**src/rtl/csram_sleep_pkg.sv**
```systemverilog
package csram_sleep_pkg;

  typedef enum logic [1:0] {
    PH_AWAKE  = 2'b00,
    PH_ASLEEP = 2'b01,
    PH_GUARD  = 2'b10
  } sleep_phase_e;

  localparam int unsigned GUARD_FLOOR = 2;

  function automatic int unsigned guard_len(input int unsigned req);
    return (req < GUARD_FLOOR) ? GUARD_FLOOR : req;
  endfunction

endpackage

```
**src/rtl/csram_req_decode.sv**
```systemverilog
module csram_req_decode (
  input  logic sleep_en,
  input  logic nap_enter,
  input  logic nap_exit,
  output logic want_sleep,
  output logic want_wake
);
  // Exit outranks entry; the enable bit gates entry and forces wake.
  always_comb begin
    want_sleep = nap_enter & ~nap_exit & sleep_en;
    want_wake  = nap_exit | ~sleep_en;
  end
endmodule

```
**src/rtl/csram_guard_timer.sv**
```systemverilog
module csram_guard_timer #(
  parameter int unsigned LEN = 2
) (
  input  logic clk,
  input  logic rst,
  input  logic clear,
  input  logic run,
  output logic expire
);
  localparam int unsigned CW = (LEN > 1) ? $clog2(LEN) : 1;
  localparam logic [CW-1:0] LAST = CW'(LEN - 1);

  logic [CW-1:0] cnt_q;

  always_ff @(posedge clk) begin
    if (rst || clear) cnt_q <= '0;
    else if (run && (cnt_q != LAST)) cnt_q <= cnt_q + 1'b1;
  end

  assign expire = run && (cnt_q == LAST);

  // the count never passes the last guard cycle
  a_r4_count_bounded: assert property (@(posedge clk) disable iff (rst)
    cnt_q <= LAST) else $error("guard count out of range");

  // a cleared timer starts from zero
  a_r4_clear_restarts: assert property (@(posedge clk) disable iff (rst)
    clear |=> (cnt_q == '0)) else $error("guard count not cleared");
endmodule

```
**src/rtl/csram_sleep_fsm.sv**
```systemverilog
module csram_sleep_fsm
  import csram_sleep_pkg::*;
(
  input  logic clk,
  input  logic rst,
  input  logic want_sleep,
  input  logic want_wake,
  input  logic guard_expire,
  output logic guard_clear,
  output logic guard_run,
  output logic sleep_pin,
  output logic access_ok
);
  sleep_phase_e ph_q, ph_d;

  always_comb begin
    ph_d = ph_q;
    unique case (ph_q)
      PH_AWAKE:  if (want_sleep) ph_d = PH_ASLEEP;
      PH_ASLEEP: if (want_wake) ph_d = PH_GUARD;
      PH_GUARD: begin
        if (want_sleep)        ph_d = PH_ASLEEP;
        else if (guard_expire) ph_d = PH_AWAKE;
      end
      default:   ph_d = PH_AWAKE;
    endcase
  end

  assign guard_run   = (ph_q == PH_GUARD);
  assign guard_clear = (ph_q != PH_GUARD);

  // Pin and permit leave the block straight from flops.
  always_ff @(posedge clk) begin
    if (rst) begin
      ph_q      <= PH_AWAKE;
      sleep_pin <= 1'b0;
      access_ok <= 1'b1;
    end else begin
      ph_q      <= ph_d;
      sleep_pin <= (ph_d == PH_ASLEEP);
      access_ok <= (ph_d == PH_AWAKE);
    end
  end

  logic rst_d;
  always_ff @(posedge clk) rst_d <= rst;

  a_r1_reset_state: assert property (@(posedge clk) disable iff (rst)
    rst_d |-> (!sleep_pin && access_ok)) else $error("bad state after reset");

  a_r2_entry: assert property (@(posedge clk) disable iff (rst)
    (access_ok && want_sleep) |=> (sleep_pin && !access_ok)) else $error("entry missed");

  a_r3_hold: assert property (@(posedge clk) disable iff (rst)
    (sleep_pin && !want_wake) |=> sleep_pin) else $error("pin dropped without cause");

  a_r4_release: assert property (@(posedge clk) disable iff (rst)
    (sleep_pin && want_wake) |=> (!sleep_pin && !access_ok)) else $error("release wrong");

  a_r5_gate: assert property (@(posedge clk) disable iff (rst)
    !want_sleep |=> !$rose(sleep_pin)) else $error("pin rose without entry");

  a_r8_reentry: assert property (@(posedge clk) disable iff (rst)
    (!sleep_pin && !access_ok && want_sleep) |=> sleep_pin) else $error("guard re-entry missed");

  a_r9_exclusive: assert property (@(posedge clk) disable iff (rst)
    !(sleep_pin && access_ok)) else $error("pin and permit both high");
endmodule

```
**src/rtl/csram_sleep_seq.sv**
```systemverilog
module csram_sleep_seq
  import csram_sleep_pkg::*;
#(
  parameter int unsigned GUARD_CYCLES = 2
) (
  input  logic clk,
  input  logic rst,
  input  logic sleep_en,
  input  logic nap_enter,
  input  logic nap_exit,
  output logic sram_sleep_o,
  output logic cache_access_ok_o
);
  // requested length is raised to the floor
  localparam int unsigned GLEN = guard_len(GUARD_CYCLES);
  localparam int unsigned RW   = $clog2(GLEN + 1);

  logic want_sleep, want_wake;
  logic g_clear, g_run, g_expire;

  csram_req_decode u_dec (
    .sleep_en  (sleep_en),
    .nap_enter (nap_enter),
    .nap_exit  (nap_exit),
    .want_sleep(want_sleep),
    .want_wake (want_wake)
  );

  csram_guard_timer #(.LEN(GLEN)) u_timer (
    .clk   (clk),
    .rst   (rst),
    .clear (g_clear),
    .run   (g_run),
    .expire(g_expire)
  );

  csram_sleep_fsm u_fsm (
    .clk         (clk),
    .rst         (rst),
    .want_sleep  (want_sleep),
    .want_wake   (want_wake),
    .guard_expire(g_expire),
    .guard_clear (g_clear),
    .guard_run   (g_run),
    .sleep_pin   (sram_sleep_o),
    .access_ok   (cache_access_ok_o)
  );

  // Window checker: consecutive cycles with pin low and access blocked.
  logic [RW-1:0] low_run_q;
  logic          armed_q;
  always_ff @(posedge clk) begin
    if (rst) begin
      low_run_q <= '0;
      armed_q   <= 1'b0;
    end else begin
      armed_q <= 1'b1;
      if (sram_sleep_o || cache_access_ok_o) low_run_q <= '0;
      else if (low_run_q != RW'(GLEN)) low_run_q <= low_run_q + 1'b1;
    end
  end

  a_r4_min_guard: assert property (@(posedge clk) disable iff (rst)
    (armed_q && $rose(cache_access_ok_o)) |-> (low_run_q >= RW'(GLEN)))
    else $error("access resumed before guard elapsed");

  a_r6_disable_drops: assert property (@(posedge clk) disable iff (rst)
    !sleep_en |=> !sram_sleep_o) else $error("pin high while disabled");

  a_r7_exit_wins: assert property (@(posedge clk) disable iff (rst)
    (nap_enter && nap_exit) |=> !sram_sleep_o) else $error("entry beat exit");

  a_r11_exit_idle: assert property (@(posedge clk) disable iff (rst)
    (!sram_sleep_o && nap_exit) |=> !sram_sleep_o) else $error("exit raised pin");
endmodule

```
**config.mk**
```make
export PLATFORM = sky130hd
export DESIGN_NAME = csram_sleep_seq
export DESIGN_NICKNAME = d
export VERILOG_FILES = /design/src/rtl/csram_sleep_pkg.sv /design/src/rtl/csram_req_decode.sv /design/src/rtl/csram_guard_timer.sv /design/src/rtl/csram_sleep_fsm.sv /design/src/rtl/csram_sleep_seq.sv
export SDC_FILE = /design/constraint.sdc
export NUM_CORES = 1
export LEC_CHECK = 0
export CORE_AREA = 2 2 39 41
export CTS_CLUSTER_DIAMETER = 80
export CTS_CLUSTER_SIZE = 14
export DETAILED_ROUTE_END_ITERATION = 6
export DIE_AREA = 0 0 41 43
export GPL_TIMING_DRIVEN = 0
export PLACE_DENSITY = 0.42
export RECOVER_POWER = 25
export SETUP_SLACK_MARGIN = 0.3
export SYNTH_ARGS = -nofsm -noshare
export SYNTH_HDL_FRONTEND = slang
export SYNTH_HIERARCHICAL = 1
export SYNTH_SLANG_ARGS = --single-unit
```
**constraint.sdc**
```tcl
create_clock -name clk -period 3.4 [get_ports clk]
set_clock_uncertainty 0.15 [all_clocks]
set_input_delay 0.68 -clock clk [delete_from_list [all_inputs] [get_ports clk]]
set_output_delay 0.68 -clock clk [all_outputs]
set_load 0.01 [all_outputs]
```
Word level (Yosys, flattened, before mapping) --
Index checks and enable logic that the tools add are counted. Widths: inputs -> output; s select.
Word-level totals: bits in registers 5, bits in latches 0, memory bits (writable) 0, memory bits (read-only) 0, input bits 5, output and inout bits 2, word-level logic and storage cells 25, memories 0
Cells by class: add/subtract/negate cells 1, $mul 0, divide/modulo/power cells 0, order comparisons 0, equality and inequality tests 4, shift-type cells 0, muxes and demuxes 5, bitwise gates (word level) 6, reductions and logical operators 5
Operators with widths (number):
- $mux 2 | 4
- $pmux 2 s3 | 1
- $eq 2x1->1 const B | 2
- $logic_not 2->1 | 2
- $not 1->1 | 3
- $and 1x1->1 | 2
- $eq 2x2->1 const B | 1
- $logic_and 1x1->1 | 2
- $ne 2x2->1 const B | 1
- $add 1x1->1 const B | 1
- $logic_or 1x1->1 | 1
- $or 1x1->1 | 1

Depth between registers and ports, before layout --
Gate-level depths: netlist of run 1.
word-level depth 6, depth in mapped cells 4, mapped depth without buffers 4

Modules after synthesis --
The synthesis of run 1 kept the hierarchy.
Modules (own cells, without submodules):
- csram_sleep_fsm | instances 1, cells each 16, area each 157.7 um2, sequential area each 80.1 um2
- csram_guard_timer | instances 1, cells each 4, area each 40.0 um2, sequential area each 20.0 um2
- csram_req_decode | instances 1, cells each 2, area each 15.0 um2, sequential area each 0.0 um2

Worst setup path before layout of run 1 --
No wires, ideal clock.
kind input to register, start point in sleep_en, end point reg u_fsm.ph_q[1], setup time 70 ps, data arrival time 1419 ps, data required time 3180 ps, slack 1761 ps, stages on the path 3, buffers on the path 0, cell sequence and3b_1 or4b_1 a21oi_1
Between the ends: cells in the longest elaborated chain, start to end 4, elaborated cells between the ends (all ways) 7, those cells by class mux (4); bitwise (3)
Ends and longest elaborated chain:
- from (decl) | line csram_sleep_seq.sv:8 | input logic sleep_en,
- $not 1->1 | line csram_req_decode.sv:11 | want_wake = nap_exit | ~sleep_en;
- $or 1x1->1 | line csram_req_decode.sv:11
- $mux 2 | line csram_sleep_fsm.sv:20 | PH_ASLEEP: if (want_wake) ph_d = PH_GUARD;
- $pmux 2 s3 * | line csram_sleep_fsm.sv:18 | unique case (ph_q)
- to (signal assigned) | line csram_sleep_fsm.sv:39 | ph_q <= ph_d;
- to (decl) | line csram_sleep_fsm.sv:14 | sleep_phase_e ph_q, ph_d;
Every way passes the cells marked *; elsewhere a longest branch is shown, timed or not. A chain may end at the register's enable or synchronous reset.

Worst setup path after layout of run 1 --
start point in nap_exit, end point reg u_fsm.ph_q[1]
Between the ends: cells in the longest elaborated chain, start to end 5, elaborated cells between the ends (all ways) 8, those cells by class mux (4); bitwise (4)
Ends and longest elaborated chain:
- from (decl) | line csram_sleep_seq.sv:10 | input logic nap_exit,
- $not 1->1 * | line csram_req_decode.sv:10 | want_sleep = nap_enter & ~nap_exit & sleep_en;
- $and 1x1->1 * (2 in series) | line csram_req_decode.sv:10
- named net want_sleep | line csram_sleep_seq.sv:18 | logic want_sleep, want_wake;
- $mux 2 (on tied branches) | line csram_sleep_fsm.sv:22, csram_sleep_fsm.sv:19
- $pmux 2 s3 * | line csram_sleep_fsm.sv:18
The timed path passes the listed nets; every way through them passes the cells marked *.

==> results of run 1 <==
## how the worst max path moves through the flow
stage | end | cells past startpoint | slack, ns | start
after floorplan | u_fsm/ph_q[1] | 3 | 1.76 | sleep_en
after global placement | u_fsm/ph_q[1] | 4 | 1.25 | nap_exit
after detailed placement | u_fsm/ph_q[1] | 4 | 1.24 | nap_exit
after CTS | sram_sleep_o | 1 | 1.49 | u_fsm/sleep_pin
after global routing | u_fsm/ph_q[1] | 4 | 1.42 | nap_exit
final | u_fsm/ph_q[1] | 4 | 1.48 | nap_exit
## metal layers
| metal | wire length [um] | up-vias | share of wire | global-route usage |
|---|---|---|---|---|
| met5 | 0 | - | 0 | 0 |
| met4 | 0 | 0 | 0 | 0.0800 |
| met3 | 18 | 0 | 0.049 | 0.0314 |
| met2 | 168 | 5 | 0.46 | 0.0656 |
| met1 | 182 | 72 | 0.49 | 0.0680 |
| li1 | - | 98 | - | - |
## worst max-delay path, stage by stage
cell,delay [ns]
clkdlybuf4s50_1,0.46
and3b_1,0.20
or4b_1,0.47
a21oi_1,0.12
## state kept, by name, indices dropped and copies added, names as in the netlist
signal / flops
u_timer/cnt_q: 1
u_fsm/sleep_pin: 1
u_fsm/ph_q: 2
u_fsm/access_ok: 1
## synth_stat cells
| cell type | instances | area share |
|---|---|---|
| nor3_2 | 1 | 0.047 |
| dfxtp_1 | 5 | 0.47 |
| nand2b_1 | 2 | 0.059 |
| and2_1 | 1 | 0.029 |
| or4b_1 | 1 | 0.047 |
| or3b_1 | 1 | 0.041 |
| inv_1 | 1 | 0.018 |
| nor2_1 | 1 | 0.018 |
| o31ai_1 | 1 | 0.035 |
| and3b_1 | 1 | 0.041 |
| nor2b_1 | 1 | 0.029 |
| a21oi_1 | 4 | 0.094 |
| nand3b_1 | 1 | 0.035 |
| and2b_1 | 1 | 0.035 |
## cell families after synthesis
logic type / after synthesis
AO/OA/AOI/OAI: 5
buffers and inverters: 1
flip-flops: 5
AND/OR/NAND/NOR: 11
## cells in the final DEF, fill, tap and decap left out, types with 2 or more instances in the layout
cell	instances
nand2b_1	2
dfxtp_1	5
clkdlybuf4s50_1	5
clkbuf_4	3
a21oi_1	4
## final cells by class
type	instances	area share
Multi-Input combinational cell	16	0.341
Timing Repair Buffer	6	0.188
Inverter	1	0.0118
Tap cell	16	0.0627
Clock buffer	4	0.0824
Sequential cell	5	0.314
## report_power, final
| group | leakage, nW | internal (mW) | switching (mW) |
|---|---|---|---|
| logic | 0.0618 | 0.00812 | 0.00439 |
| clock network | 0.0150 | 0.0443 | 0.0234 |
| registers | 0.0407 | 0.0607 | 0.00117 |
==> qor.txt, run 1 <==
Remaining DRCs -> 0
Die Height -> 43 um
Slew headroom -> 0.862
I/O Pins -> 7
Mapped Area -> 213 sq um
mux contribution to synthesized area -> 0
Syn Inst Count -> 22
initial antenna violation count -> 0
fin. max-slew vios -> 0
Setup violations, final -> 0
final cell count without fillers -> 48
Multi-input gate area -> 109 sq um
CP Max Fanout -> 3
GR Util All Layers -> 0.0604
RSZ-0062 raised after global routing -> no
f_max -> 522 MHz
Reg2Reg Depth -> 4
Post-Syn Area per Cell -> 9.67 sq um
antenna-violating nets left -> 0
startpoint of the worst hold path -> u_timer/cnt_q
WL/cell -> 7.69 um
crit start category -> input pin
Syn Nets -> 27
Adder-Cell Fraction of Synth Area -> 0
synth warn -> 6
largest net degree at the start of global routing -> 8
clock insertion delay at the later pin of the skew report -> 0.24 ns
global-route wire length before repair -> 648 um
leakage -> 0.117 nW
core area -> 1380 sq um
gpl congestion -> 0.702
Area Growth Syn to Fin -> 50.0%
clock buffer depth -> 2
port bufs -> 6
worst r2r src -> u_fsm/ph_q[0]
Synth Area in Compound Gates -> 0.129
max cap viols -> 0
DP Worst Slack -> 1.24 ns
Worst Path Arrival -> 1.94 ns
number of buffers created by CTS -> 3
CTS tree -> yes
Routed WL -> 369 um
Critical Path RT -> 3.42 ns
row count -> 14
status -> completed
Post-Synth Simple-Gate Area -> 0.382
initial DRC count -> 3
initial cell density of the core -> 0.154
hold_buf cts -> 0
vias in the first global route -> 175
Die ar. -> 1760 sq um
Hold Crit Class -> register to register
final period utilization -> 0.564
CTS H-tree depth -> 1
root buf cell -> clkbuf_4
Core Util, Final -> 0.231
Crit. End Element -> register
Area after DPL -> 293 sq um
CTS Sinks -> 5
XOR/XNOR Fraction of Synth Area -> 0
minimum hold slack -> 0.356 ns
Crit Path Class -> input pin to register
Total Nets Final -> 38
placed cell count -> 44
flops & latches, synth -> 5
worst reg2reg setup slack -> 1.76 ns
post-synthesis cell type count -> 14
filler instances -> 159
RR Endpoint -> u_fsm/ph_q[1]
Design Area, Final -> 319 sq um
Hold EP -> u_timer/cnt_q
Post-CTS Setup Bufs -> 0
maximum vdd drop -> 0.0000741 V
vias per cell -> 3.65
setup_tns -> 0 ns
Via Count -> 175
P per Cell Area -> 445 nW/um^2
drt first pass iters -> 4
storage element area -> 100 sq um
worst setup margin -> 1.48 ns
largest family of logic cells by synthesized area -> simple AND/OR/NAND/NOR gates
Detail Placement HPWL -> 277 um
Die Wd -> 41 um
Power, Total -> 0.142 mW
cts repair resizes -> 0
hold path depth -> 2
Seq/Total Area, Yosys -> 0.471
Antenna Cells -> 0
Slew @ Worst Pin -> 0.206 ns
grt total ovfl -> 0
layout cells sized above 1 -> 0.125
Final min period -> 1.92 ns
clock-pin slew on the worst setup and hold paths -> 0.04 ns
final hold vios -> 0
Power figures use the tool's default switching activity.
==> run 2, diff against run 1 <==
Clock period 3.4 ns to 2 ns, I/O delays scaled along.
==> qor.txt, run 2 (synthesis results as in run 1) <==
crit start category -> input pin
Via Count -> 175 (unchanged)
clock buffer depth -> 2 (unchanged)
clock-pin slew on the worst setup and hold paths -> 0.04 ns (about the same)
Remaining DRCs -> 0 (unchanged)
final period utilization -> 0.819
status -> completed
hold_buf cts -> 0 (unchanged)
f_max -> 611 MHz
Crit. End Element -> register
final hold vios -> 0 (unchanged)
max cap viols -> 0 (unchanged)
Hold Crit Class -> register to register
Die Wd -> 41 um (unchanged)
Detail Placement HPWL -> 277 um (unchanged)
startpoint of the worst hold path -> u_fsm/ph_q[0]
cells along the critical path -> clkdlybuf4s50_1 -> and3b_1 -> or4b_1 -> a21oi_1
Largest Register -> u_fsm/ph_q
Worst path slowest cell -> or4b_1
Post-CTS Setup Bufs -> 0 (unchanged)
Power, Total -> 0.242 mW (+70%)
Final min period -> 1.64 ns
CTS Sinks -> 5 (unchanged)
leakage -> 0.118 nW (+0.38%)
RSZ-0062 raised after global routing -> no
number of buffers created by CTS -> 3 (unchanged)
Total Nets Final -> 38 (unchanged)
I/O Pins -> 7 (unchanged)
vias per cell -> 3.65 (unchanged)
Slew @ Worst Pin -> 0.206 ns (unchanged)
worst reg2reg setup slack -> 0.42 ns (-1.34 ns)
core area -> 1380 sq um (unchanged)
largest net degree at the start of global routing -> 8 (unchanged)
Area Growth Syn to Fin -> 50.6%
CP bufs+invs -> 1 (unchanged)
layout cells sized above 1 -> 0.156 (+0.0313)
initial antenna violation count -> 0 (unchanged)
Worst Path Arrival -> 1.66 ns (-0.28 ns)
port bufs -> 6 (unchanged)
Die ar. -> 1760 sq um (unchanged)
global-route wire length before repair -> 648 um (unchanged)
initial cell density of the core -> 0.154 (unchanged)
CP Max Fanout -> 3 (unchanged)
Antenna Cells -> 0 (unchanged)
Routed WL -> 369 um (unchanged)
worst r2r src -> u_fsm/ph_q[0]
Critical Path RT -> 2.02 ns (-1.40 ns)
initial DRC count -> 3 (unchanged)
CP startpoint -> nap_exit
setup_tns -> 0 ns (unchanged)
drt first pass iters -> 4 (unchanged)
cts repair resizes -> 0 (unchanged)
WL/cell -> 7.69 um (unchanged)
CTS tree -> yes
gpl congestion -> 0.702 (unchanged)
GR Util All Layers -> 0.0604 (unchanged)
fin. max-slew vios -> 0 (unchanged)
max reg flops -> 2 (unchanged)
grt total ovfl -> 0 (unchanged)
antenna-violating nets left -> 0 (unchanged)
Slew headroom -> 0.862 (unchanged)
Core Util, Final -> 0.231 (+0.000904)
maximum vdd drop -> 0.000126 V (+70%)
Die Height -> 43 um (unchanged)
CTS H-tree depth -> 1 (unchanged)
commonest non-fill, non-tap cell in the layout -> clkdlybuf4s50_1
Crit Path Class -> input pin to register
clock insertion delay at the later pin of the skew report -> 0.24 ns (about the same)
filler instances -> 158 (-0.63%)
vias in the first global route -> 175 (unchanged)
P per Cell Area -> 754 nW/um^2 (+69%)
Slowest Stage Delay on Critical Path -> 0.47 ns (about the same)
root buf cell -> clkbuf_4
Top delay family on crit path -> simple AND/OR/NAND/NOR gates
most frequent cells in the layout -> clkdlybuf4s50_1, a21oi_1, dfxtp_1
Setup violations, final -> 0 (unchanged)
row count -> 14 (unchanged)
[run 2: cell counts in the layout (fill, tap and decap cells not counted)]
No cell type changed its count.
[run 2: per-stage QoR]
stage / hold WS [ns] / worst slack (ns) / std cells / area [sq um]
floorplan: 0.312 / 0.462 / 22 / 213
global route: 0.362 / 0.303 / 48 / 320
finish: 0.343 / 0.363 / 48 / 320
CTS: 0.365 / 0.362 / 48 / 319
global placement: 0.327 / 0.127 / 44 / 293
detailed placement: 0.353 / 0.119 / 44 / 293
[run 2: layout make-up]
type	instances	area (sq um)	share of cell area
clock buffer	4	26.3	0.0820
multi-input combinational	16	109	0.340
sequential	5	101	0.316
tap	16	20.0	0.0625
inverter	1	3.75	0.0117
timing repair buffer	6	60.1	0.188
[run 2: final timing paths]
check | to | cells after the start
max reg2reg | u_fsm/ph_q[1] | 4
max | u_fsm/ph_q[1] | 4
min | u_fsm/access_ok | 1
min reg2reg | u_fsm/access_ok | 1
[run 2: where the power goes]
part	switching (mW)	total [mW]	leakage, nW	internal (mW)
clock network	0.0397	0.115	0.0150	0.0753
logic	0.00747	0.0213	0.0618	0.0138
registers	0.00199	0.105	0.0411	0.103
[run 2: routing by layer]
layer	vias to the layer above	global-route usage	part of all wire
li1	98	-	-
met1	72	0.0680	0.49
met2	5	0.0656	0.46
met3	0	0.0314	0.049
met4	0	0.0800	0
met5	-	0	0
==> run 3, diff against run 2 <==
Clock period 2 ns to 1.7 ns, I/O delays scaled along.
==> qor.txt, run 3 (synthesis results as in run 1) <==
status -> completed
Power, Total -> 0.287 mW (+19%)
gpl congestion -> 0.701 (-0.17%)
CTS Sinks -> 5 (unchanged)
Worst Path Arrival -> 1.54 ns (-0.12 ns)
WL/cell -> 8.90 um (+16%)
number of buffers created by CTS -> 3 (unchanged)
Final min period -> 1.51 ns
RR Endpoint -> u_fsm/ph_q[1]
Die Wd -> 41 um (unchanged)
max reg flops -> 2 (unchanged)
leakage -> 0.154 nW (+31%)
grt total ovfl -> 0 (unchanged)
Via Count -> 189 (+8.0%)
cells along the critical path -> and2b_1 -> and2_4 -> or4b_1 -> a21oi_1
CTS tree -> yes
hold_buf cts -> 0 (unchanged)
I/O Pins -> 7 (unchanged)
Total Nets Final -> 39 (+2.6%)
Largest Register -> u_fsm/ph_q
CP bufs+invs -> 0 (-1)
Remaining DRCs -> 0 (unchanged)
layout cells sized above 1 -> 0.212 (+0.0559)
initial DRC count -> 0 (-3)
global-route wire length before repair -> 772 um (+19%)
placed cell count -> 44 (unchanged)
clock buffer depth -> 2 (unchanged)
largest net degree at the start of global routing -> 8 (unchanged)
port bufs -> 6 (unchanged)
Routed WL -> 436 um (+18%)
final cell count without fillers -> 49 (+2.1%)
most frequent cells in the layout -> a21oi_1, dfxtp_1, clkbuf_4, dlymetal6s2s_1
fin. max-slew vios -> 0 (unchanged)
Slew @ Worst Pin -> 0.223 ns (+0.0163 ns)
root buf cell -> clkbuf_4
row count -> 14 (unchanged)
antenna-violating nets left -> 0 (unchanged)
Top delay family on crit path -> simple AND/OR/NAND/NOR gates
clock-pin slew on the worst setup and hold paths -> 0.05 ns (about the same)
Antenna Cells -> 0 (unchanged)
Critical Path RT -> 1.73 ns (-0.29 ns)
startpoint of the worst hold path -> sleep_en
crit start category -> register
setup_tns -> 0 ns (unchanged)
Hold Crit Class -> input pin to register
GR Util All Layers -> 0.0734 (+0.0131)
Slowest Stage Delay on Critical Path -> 0.46 ns (about the same)
Reg2Reg Depth -> 4 (unchanged)
hold path depth -> 4 (+3)
final hold vios -> 0 (unchanged)
Area Growth Syn to Fin -> 57.1%
maximum vdd drop -> 0.000186 V (+48%)
initial cell density of the core -> 0.154 (unchanged)
RSZ-0062 raised after global routing -> yes
initial antenna violation count -> 0 (unchanged)
CTS H-tree depth -> 1 (unchanged)
Slew headroom -> 0.850 (-0.0117)
Die ar. -> 1760 sq um (unchanged)
minimum hold slack -> 0.302 ns (-0.0411 ns)
Worst path slowest cell -> or4b_1
final period utilization -> 0.888
max cap viols -> 0 (unchanged)
Hold EP -> u_fsm/ph_q[1]
Setup violations, final -> 0 (unchanged)
worst reg2reg setup slack -> 0.19 ns (-0.23 ns)
Crit Path Class -> register to register
core area -> 1380 sq um (unchanged)
vias in the first global route -> 190 (+8.6%)
Die Height -> 43 um (unchanged)
vias per cell -> 3.86 (+5.8%)
P per Cell Area -> 861 nW/um^2 (+14%)
CP Max Fanout -> 7 (+4)
Detail Placement HPWL -> 276 um (-0.36%)
Crit. End Element -> register
f_max -> 663 MHz
Core Util, Final -> 0.241 (+0.00995)
worst r2r src -> u_fsm/ph_q[0]
drt first pass iters -> 1 (-3)
clock insertion delay at the later pin of the skew report -> 0.24 ns (about the same)
-- run 3: cell count changes in the layout (fill, tap and decap cells not counted) --
cell and delta:
dfxtp_2 -1, dfxtp_4 +1, and3b_1 -1, clkdlybuf4s50_1 -4, nor3_2 -1, and2_4 +1
dlymetal6s2s_1 +3, buf_4 +1, dlygate4sd2_1 +2, and2_1 -1, nor3_1 +1, dlygate4sd3_1 -1
and3b_2 +1
-- run 3: timing repair --
action                                  4_1_cts  5_1_grt
pin swaps                                     1        3
setup buffers                                 1        0
endpoints found under the setup margin        3        4
hold endpoints to repair                      0        0
resized for setup                             3        5
-- run 3: power by group --
group          internal (mW)  switching [mW]  total [mW]
Sequential             0.120         0.00226       0.122
Clock                 0.0889          0.0514       0.140
Combinational         0.0154         0.00935      0.0247
Total                  0.224          0.0630       0.287
-- run 3: how the worst max path moves through the flow --
| stage | startpoint | end | slack, ns | cells after the start |
|---|---|---|---|---|
| 6_report | u_fsm/ph_q[0] | u_fsm/ph_q[1] | 0.19 | 4 |
| 5_1_grt | u_fsm/ph_q[0] | u_fsm/ph_q[1] | 0.14 | 4 |
| 4_1_cts | nap_exit | u_fsm/ph_q[1] | 0.13 | 4 |
| 3_5_place_dp | nap_exit | u_fsm/ph_q[1] | -0.14 | 4 |
| 3_3_place_gp | nap_exit | u_fsm/ph_q[1] | -0.13 | 4 |
| 2_1_floorplan | u_fsm/ph_q[0] | u_fsm/ph_q[1] | 0.20 | 4 |
-- run 3: final cells by class --
type                    instances  area, sq um
clock buffers                   4         26.3
fillers                       164         1050
inverters                       1         3.75
multi-input cells              16          108
flip-flops and latches          5          104
well taps                      16         20.0
repair buffers                  7         72.6
-- run 3: layer usage --
metal  up-vias  track usage  wire (um)  share of wire
met2         5       0.0875        230           0.53
met3         0       0.0314         19          0.044
met5         -            0          0              0
met4         0        0.100          0              0
li1         99            -          -              -
met1        85       0.0777        186           0.43
-- run 3: through the flow --
| stage | area [sq um] | setup slack (ns) |
|---|---|---|
| 2_1_floorplan | 214 | 0.203 |
| 3_3_place_gp | 294 | -0.129 |
| 3_5_place_dp | 294 | -0.137 |
| 5_1_grt | 334 | 0.140 |
| 4_1_cts | 327 | 0.133 |
| 6_report | 334 | 0.191 |
-- run 3: worst register-to-register path: cells and delay by family (launching register included) --
| family | cells | cell delay, ns |
|---|---|---|
| simple gates | 3 | 0.80 |
| flops | 1 | 0.36 |
| compound gates | 1 | 0.14 |
